<file path="config.mk">
export PLATFORM = sky130hd
export DESIGN_NAME = link_powerup_seq
export DESIGN_NICKNAME = d
export VERILOG_FILES = /design/src/rtl/lps_pkg.sv /design/src/rtl/lps_cycle_timer.sv /design/src/rtl/lps_idle_tracker.sv /design/src/rtl/lps_line_drive.sv /design/src/rtl/lps_write_gate.sv /design/src/rtl/link_powerup_seq.sv
export SDC_FILE = /design/constraint.sdc
export NUM_CORES = 1
export LEC_CHECK = 0
export CAP_MARGIN = 25
export CORE_MARGIN = 5
export CORE_UTILIZATION = 55
export CTS_BUF_LIST = sky130_fd_sc_hd__clkbuf_16
export CTS_CLUSTER_SIZE = 12
export DETAILED_ROUTE_END_ITERATION = 6
export GPL_TIMING_DRIVEN = 0
export HOLD_SLACK_MARGIN = 0.05
export MAX_ROUTING_LAYER = met4
export PLACE_DENSITY = 0.84
export SYNTH_ARGS = -nofsm -noshare
export SYNTH_HDL_FRONTEND = slang
export SYNTH_SLANG_ARGS = --single-unit
</file>
<file path="constraint.sdc">
create_clock -name clk -period 5.68 [get_ports clk]
set_clock_uncertainty 0.05 [all_clocks]
set_input_delay 0.852 -clock clk [delete_from_list [all_inputs] [get_ports clk]]
set_output_delay 0.852 -clock clk [all_outputs]
set_load 0.02 [all_outputs]
</file>
<file path="src/rtl/lps_pkg.sv">
// Shared types for the link power-up sequencer.
// Assumes: line codes are consumed by analog drivers outside this block.
package lps_pkg;

    // Sequencer phases, in the order the link normally walks them.
    typedef enum logic [2:0] {
        S_OFF      = 3'd0,
        S_LOCK     = 3'd1,
        S_CAL_LO   = 3'd2,
        S_CAL_HI   = 3'd3,
        S_CAL_BOTH = 3'd4,
        S_READY    = 3'd5,
        S_DRAIN    = 3'd6
    } lps_state_t;

    // Drive level of one link line.
    typedef enum logic [1:0] {
        LINE_OFF  = 2'b00,
        LINE_LOW  = 2'b01,
        LINE_HIGH = 2'b10
    } line_lvl_t;

endpackage

</file>
<file path="src/rtl/lps_cycle_timer.sv">
// Counts cycles while a phase runs and flags its last cycle.
// Assumes: restart is high on every cycle in which the owning phase changes,
// so each phase starts counting from zero.
module lps_cycle_timer #(
    parameter int LIMIT = 180
) (
    input  logic clk,
    input  logic rst_n,
    input  logic restart,
    input  logic run,
    output logic done
);
    localparam int CW = $clog2(LIMIT + 1);
    localparam logic [CW-1:0] LAST = CW'(LIMIT - 1);

    logic [CW-1:0] cnt;

    // Phase cycle counter, cleared on reset and on any phase change.
    always_ff @(posedge clk) begin
        if (!rst_n || restart) begin
            cnt <= '0;
        end else if (run && cnt != LAST) begin
            cnt <= cnt + 1'b1;
        end
    end

    // Last cycle of the phase.
    always_comb begin
        done = run && (cnt == LAST);
    end
endmodule

</file>
<file path="src/rtl/lps_idle_tracker.sv">
// Measures how long the link has been quiet while running or draining.
// Assumes: link_busy comes from the serializer on the same clock.
module lps_idle_tracker #(
    parameter int IDLE_MIN = 20
) (
    input  logic clk,
    input  logic rst_n,
    input  logic active,
    input  logic link_busy,
    output logic idle_ok
);
    localparam int IW = $clog2(IDLE_MIN + 1);
    localparam logic [IW-1:0] SAT = IW'(IDLE_MIN);

    logic [IW-1:0] streak;

    // Saturating count of consecutive quiet cycles.
    always_ff @(posedge clk) begin
        if (!rst_n || !active || link_busy) begin
            streak <= '0;
        end else if (streak != SAT) begin
            streak <= streak + 1'b1;
        end
    end

    // Quiet long enough for the far end to finish pending writes.
    always_comb begin
        idle_ok = (streak == SAT);
    end
endmodule

</file>
<file path="src/rtl/lps_line_drive.sv">
// Maps the sequencer phase to clock-line and data-line drive codes.
// Assumes: the running clock starts high in the first running cycle.
module lps_line_drive
    import lps_pkg::*;
#(
    parameter int NUM_DATA = 2
) (
    input  logic                  clk,
    input  logic                  rst_n,
    input  lps_state_t            st,
    output logic [1:0]            mc_drv,
    output logic [2*NUM_DATA-1:0] md_drv
);
    logic       running;
    logic       phase_tgl;
    line_lvl_t  clk_lvl;
    line_lvl_t  dat_lvl;

    // Link clock runs in both the ready and draining phases.
    always_comb begin
        running = (st == S_READY) || (st == S_DRAIN);
    end

    // Toggle flop for the running link clock, parked while not running.
    always_ff @(posedge clk) begin
        if (!rst_n || !running) begin
            phase_tgl <= 1'b0;
        end else begin
            phase_tgl <= ~phase_tgl;
        end
    end

    // Phase to line level decode.
    always_comb begin
        clk_lvl = LINE_OFF;
        dat_lvl = LINE_OFF;
        case (st)
            S_CAL_LO: begin
                clk_lvl = LINE_LOW;
                dat_lvl = LINE_HIGH;
            end
            S_CAL_HI: begin
                clk_lvl = LINE_HIGH;
                dat_lvl = LINE_HIGH;
            end
            S_CAL_BOTH: begin
                clk_lvl = LINE_LOW;
                dat_lvl = LINE_LOW;
            end
            S_READY, S_DRAIN: begin
                clk_lvl = phase_tgl ? LINE_LOW : LINE_HIGH;
                dat_lvl = LINE_HIGH;
            end
            default: begin
                clk_lvl = LINE_OFF;
                dat_lvl = LINE_OFF;
            end
        endcase
    end

    assign mc_drv = clk_lvl;

    // Every data lane carries the same level during bring-up.
    for (genvar g = 0; g < NUM_DATA; g++) begin : g_lane
        assign md_drv[2*g +: 2] = dat_lvl;
    end
endmodule

</file>
<file path="src/rtl/lps_write_gate.sv">
// Lets host writes through only while the link is ready; flags the rest.
// Assumes: a refused write is simply dropped, the host retries on its own.
module lps_write_gate (
    input  logic clk,
    input  logic rst_n,
    input  logic ready,
    input  logic wr_req,
    output logic wr_accept,
    output logic wr_err
);
    // Same-cycle acceptance.
    always_comb begin
        wr_accept = wr_req && ready;
    end

    // One-cycle error pulse for a refused write.
    always_ff @(posedge clk) begin
        if (!rst_n) begin
            wr_err <= 1'b0;
        end else begin
            wr_err <= wr_req && !ready;
        end
    end
endmodule

</file>
<file path="src/rtl/link_powerup_seq.sv">
// Top of the serial link power-up sequencer.
// Walks off -> lock wait -> three calibration steps -> running, and back to
// off on power-down, deferring shutdown of a running link until it is quiet.
// Assumes: clk is the link clock, CLK_MULT times the reference clock.
module link_powerup_seq
    import lps_pkg::*;
#(
    parameter int NUM_DATA        = 2,
    parameter int LOCK_REF_CYCLES = 4096,
    parameter int CLK_MULT        = 4,
    parameter int CAL_CYCLES      = 180,
    parameter int IDLE_MIN        = 20
) (
    input  logic                  clk,
    input  logic                  rst_n,
    input  logic                  pd_n,
    input  logic                  link_busy,
    input  logic                  wr_req,
    output logic                  wr_accept,
    output logic                  wr_err,
    output logic                  link_ready,
    output logic [1:0]            mc_drv,
    output logic [2*NUM_DATA-1:0] md_drv
);
    localparam int LOCK_CYCLES = LOCK_REF_CYCLES * CLK_MULT;

    lps_state_t state;
    lps_state_t state_nxt;
    logic       restart;
    logic       lock_done;
    logic       cal_done;
    logic       in_cal;
    logic       running;
    logic       idle_ok;

    // Phase classification used by the timers and the tracker.
    always_comb begin
        in_cal  = (state == S_CAL_LO) || (state == S_CAL_HI) || (state == S_CAL_BOTH);
        running = (state == S_READY) || (state == S_DRAIN);
    end

    // Next-phase decision.
    always_comb begin
        state_nxt = state;
        case (state)
            S_OFF:      if (pd_n) state_nxt = S_LOCK;
            S_LOCK:     if (!pd_n) state_nxt = S_OFF;
                        else if (lock_done) state_nxt = S_CAL_LO;
            S_CAL_LO:   if (!pd_n) state_nxt = S_OFF;
                        else if (cal_done) state_nxt = S_CAL_HI;
            S_CAL_HI:   if (!pd_n) state_nxt = S_OFF;
                        else if (cal_done) state_nxt = S_CAL_BOTH;
            S_CAL_BOTH: if (!pd_n) state_nxt = S_OFF;
                        else if (cal_done) state_nxt = S_READY;
            S_READY:    if (!pd_n) state_nxt = idle_ok ? S_OFF : S_DRAIN;
            S_DRAIN:    if (pd_n) state_nxt = S_READY;
                        else if (idle_ok) state_nxt = S_OFF;
            default:    state_nxt = S_OFF;
        endcase
    end

    // Phase register.
    always_ff @(posedge clk) begin
        if (!rst_n) begin
            state <= S_OFF;
        end else begin
            state <= state_nxt;
        end
    end

    // Timers restart whenever the phase is about to change.
    always_comb begin
        restart = (state_nxt != state);
    end

    lps_cycle_timer #(.LIMIT(LOCK_CYCLES)) i_lock_timer (
        .clk     (clk),
        .rst_n   (rst_n),
        .restart (restart),
        .run     (state == S_LOCK),
        .done    (lock_done)
    );

    lps_cycle_timer #(.LIMIT(CAL_CYCLES)) i_cal_timer (
        .clk     (clk),
        .rst_n   (rst_n),
        .restart (restart),
        .run     (in_cal),
        .done    (cal_done)
    );

    lps_idle_tracker #(.IDLE_MIN(IDLE_MIN)) i_idle (
        .clk       (clk),
        .rst_n     (rst_n),
        .active    (running),
        .link_busy (link_busy),
        .idle_ok   (idle_ok)
    );

    lps_line_drive #(.NUM_DATA(NUM_DATA)) i_lines (
        .clk    (clk),
        .rst_n  (rst_n),
        .st     (state),
        .mc_drv (mc_drv),
        .md_drv (md_drv)
    );

    // Writes are open only in the ready phase, not while draining.
    always_comb begin
        link_ready = (state == S_READY);
    end

    lps_write_gate i_wgate (
        .clk       (clk),
        .rst_n     (rst_n),
        .ready     (link_ready),
        .wr_req    (wr_req),
        .wr_accept (wr_accept),
        .wr_err    (wr_err)
    );
endmodule

</file>
==> run_summary.xml <==
<?xml version="1.0" encoding="UTF-8"?>
<metrics>
  <group name="status">
    <metric name="run_status" unit="">complete, no violations</metric>
  </group>
  <group name="timing">
    <metric name="period_share" unit="">0.567</metric>
    <metric name="setup_tns" unit="ns">0</metric>
    <metric name="timing_max_transition_violations_final" unit="">0</metric>
    <metric name="worst_hold_slack" unit="ns">0.408</metric>
    <metric name="rsz_0062_raised_after_global_routing" unit="">no</metric>
    <metric name="final_worst_setup_slack" unit="ns">2.46</metric>
    <metric name="final_hold_viol_count" unit="">0</metric>
    <metric name="worst_slew_pin_slew" unit="ns">0.681</metric>
    <metric name="fin_crit" unit="ns">3.22</metric>
    <metric name="max_slew_margin" unit="">0.543</metric>
    <metric name="setup_viol_count_final" unit="">0</metric>
    <metric name="maxClockFrequency" unit="GHz">0.311</metric>
  </group>
  <group name="final_layout">
    <metric name="fraction_of_final_layout_cells_sized_beyond_drive_strength_1" unit="">0.117</metric>
    <metric name="antenna_cells" unit="">0</metric>
    <metric name="layout_commonest_cell" unit="">sky130_fd_sc_hd__dfxtp_1</metric>
    <metric name="final_net_count" unit="">249</metric>
    <metric name="finalNonFillerCells" unit="">285</metric>
    <metric name="layout-area-overhead-vs-synth" unit="%">16.8</metric>
    <metric name="postLayoutCoreUtil" unit="">0.662</metric>
    <metric name="post-route-cell-area" unit="mm^2">0.00221</metric>
    <metric name="most_used_cells_in_the_layout_excluding_fill_and_tap_cells" unit="">sky130_fd_sc_hd__dfxtp_1 (33), sky130_fd_sc_hd__nor3_1 (27), sky130_fd_sc_hd__nor2_1 (18)</metric>
    <metric name="fillerInstances" unit="">286</metric>
  </group>
  <group name="logic_synthesis">
    <metric name="syn-num-nets" unit="">229</metric>
    <metric name="netlist_cell_types" unit="">49</metric>
    <metric name="synth_top_family_by_area" unit="">simple AND/OR/NAND/NOR gates</metric>
    <metric name="netlist_area" unit="mm^2">0.00189</metric>
    <metric name="synth_area_in_compound_gates" unit="">0.103</metric>
    <metric name="netlist_instances" unit="">220</metric>
    <metric name="synth_sequential_area_ratio" unit="">0.349</metric>
    <metric name="ys_ff_latch" unit="">33</metric>
    <metric name="number_of_flops_mapped_to_enable_cells_by_yosys" unit="">0</metric>
    <metric name="async_flop_share" unit="">0</metric>
    <metric name="post_synth_xor_area_fraction" unit="">0.111</metric>
    <metric name="synth_warnings" unit="">0</metric>
    <metric name="synthMuxAreaShare" unit="">0.0106</metric>
    <metric name="synth.avg_cell_area" unit="um^2">8.60</metric>
    <metric name="synth_flop_cell" unit="">sky130_fd_sc_hd__dfxtp_1</metric>
    <metric name="synth_fa_ha_area_frac" unit="">0.0265</metric>
    <metric name="synth_simple_gate_area_frac" unit="">0.337</metric>
  </group>
  <group name="floorplan">
    <metric name="floorplan.core_area" unit="mm^2">0.00334</metric>
    <metric name="die-width" unit="um">68.7</metric>
    <metric name="die-height" unit="um">68.7</metric>
    <metric name="design.die.area" unit="mm^2">0.00471</metric>
    <metric name="rows" unit="">21</metric>
    <metric name="initial_utilization" unit="">0.567</metric>
    <metric name="pin_count" unit="">14</metric>
  </group>
  <group name="clocking">
    <metric name="number_of_buffers_added_to_fix_hold_violations_after_cts" unit="">0</metric>
    <metric name="clkTransAtPathRegs" unit="ns">0.05</metric>
    <metric name="clk_root_buffer_cell" unit="">sky130_fd_sc_hd__clkbuf_16</metric>
    <metric name="worst_skew_pair.late_latency" unit="ns">0.27</metric>
    <metric name="post_cts_resize_count" unit="">0</metric>
    <metric name="htree_levels" unit="">2</metric>
    <metric name="clock-sinks" unit="">33</metric>
    <metric name="tritoncts" unit="">yes</metric>
    <metric name="post-cts-setup-buffers" unit="">0</metric>
    <metric name="cts-buffers-inserted" unit="">5</metric>
    <metric name="ctsLongestPathBuffers" unit="">2</metric>
  </group>
  <group name="grt">
    <metric name="grt_max_degree" unit="">11</metric>
    <metric name="antenna_found_initial" unit="">0</metric>
    <metric name="grt_overflow_total" unit="">0</metric>
    <metric name="first_global_vias" unit="">1514</metric>
    <metric name="globalRouteTotalUtil" unit="">0.198</metric>
    <metric name="first_pass_grt_wire_length" unit="um">6690</metric>
  </group>
  <group name="worst_setup_path">
    <metric name="cp-start-kind" unit="">flip-flop</metric>
    <metric name="worst-setup-path-type" unit="">flip-flop to primary output</metric>
    <metric name="critPathArrivalTime" unit="ns">2.32</metric>
    <metric name="worst_ep_required_time" unit="ns">4.78</metric>
    <metric name="end_kind" unit="">primary output</metric>
    <metric name="cp_max_fo" unit="">10</metric>
  </group>
  <group name="pwr">
    <metric name="power_density" unit="mW/mm^2">228</metric>
    <metric name="report.power.total" unit="uW">504</metric>
    <metric name="power.ir.vdd_worst" unit="uV">179</metric>
    <metric name="leakage" unit="nW">0.801</metric>
  </group>
  <group name="route">
    <metric name="dr_drc_count" unit="">0</metric>
    <metric name="vias" unit="">1621</metric>
    <metric name="drtPass1Iterations" unit="">4</metric>
    <metric name="dr.first_iter.drc_count" unit="">98</metric>
    <metric name="vias_per_cell" unit="">5.69</metric>
    <metric name="postRouteWirelength" unit="um">3830</metric>
    <metric name="drt.antenna.violating_nets" unit="">0</metric>
    <metric name="routed_wire_length_per_instance" unit="um">13.4</metric>
  </group>
  <group name="place">
    <metric name="place.gp.congestion" unit="">0.890</metric>
    <metric name="port_buffers" unit="">13</metric>
    <metric name="dpl_cells" unit="">279</metric>
    <metric name="place_worst_setup_slack" unit="ns">2.70</metric>
    <metric name="dpl_cell_area" unit="mm^2">0.00208</metric>
    <metric name="detailedPlacementHpwl" unit="um">2740</metric>
  </group>
  <group name="job">
    <metric name="maxCapViolations" unit="">0</metric>
  </group>
  <group name="min_path">
    <metric name="hold_path.class" unit="">flip-flop to flip-flop</metric>
  </group>
</metrics>
-- layout make-up --
cell class	instances	area (um^2)	share of cell area
buffer	11	92.6	0.0419
sequential	33	661	0.299
tap	46	57.6	0.0260
clock inverter	1	5.00	0.00227
multi-input combinational	169	1110	0.503
timing repair buffer	13	130	0.0589
inverter	7	26.3	0.0119
clock buffer	5	125	0.0566
-- synth_stat cells, drive strengths merged (2+ instances only) --
master / instances / share of area
a21oi: 10 / 0.026
and3: 5 / 0.017
buf: 10 / 0.047
dfxtp: 33 / 0.35
ha: 4 / 0.026
inv: 7 / 0.014
mux2i: 2 / 0.011
nand2: 15 / 0.034
nand2b: 4 / 0.017
nand3: 14 / 0.037
nand4: 9 / 0.033
nand4b: 2 / 0.017
nor2: 18 / 0.036
nor2b: 4 / 0.017
nor3: 28 / 0.077
o21ai: 8 / 0.021
o22ai: 2 / 0.0066
or3: 2 / 0.0073
xnor2: 9 / 0.042
xor2: 15 / 0.069
-- where the power goes --
part,switching (mW),internal [mW]
Combinational,0.0160,0.0109
Clock,0.0871,0.156
Sequential,0.00112,0.233
-- final timing paths --
check	to	slack [ns]	cells after the start	startpoint
max	mc_drv[1]	2.46	5	state[1]$_SDFF_PN0_
min	i_lock_timer.cnt[14]$_SDFFE_PP0P_	0.41	2	i_lock_timer.cnt[14]$_SDFFE_PP0P_
max reg2reg	i_cal_timer.cnt[2]$_SDFFE_PP0P_	3.52	7	i_cal_timer.cnt[0]$_SDFFE_PP0P_
min reg2reg	i_lock_timer.cnt[14]$_SDFFE_PP0P_	0.41	2	i_lock_timer.cnt[14]$_SDFFE_PP0P_
-- routing by layer --
layer  wire length [um]  global-route usage  part of all wire
met1               1710               0.229              0.45
met2               1850               0.317              0.48
met3                163              0.0502             0.043
met4                 99               0.102             0.026
met5                  0                   -                 0
-- critical path: stages, from the launching register on --
cell,delay (ns)
sky130_fd_sc_hd__dfxtp_1,0.44
sky130_fd_sc_hd__clkbuf_1,0.35
sky130_fd_sc_hd__inv_1,0.15
sky130_fd_sc_hd__or2_2,0.33
sky130_fd_sc_hd__o21ai_0,0.15
sky130_fd_sc_hd__clkdlybuf4s50_1,0.62
-- cells by family after synthesis --
kind of cell	Yosys count
compound gates	29
xor+xnor	24
fa+ha+maj	4
buf+inv	18
flops	33
mux	2
simple gates	110
-- flip-flops by register name, indices dropped and copies added (netlist names) --
register	count
i_cal_timer.cnt	8
i_idle.streak	5
i_lock_timer.cnt	15
i_lines.phase_tgl	1
state	3
i_wgate.wr_err	1
(Power assumes the default switching activity.)
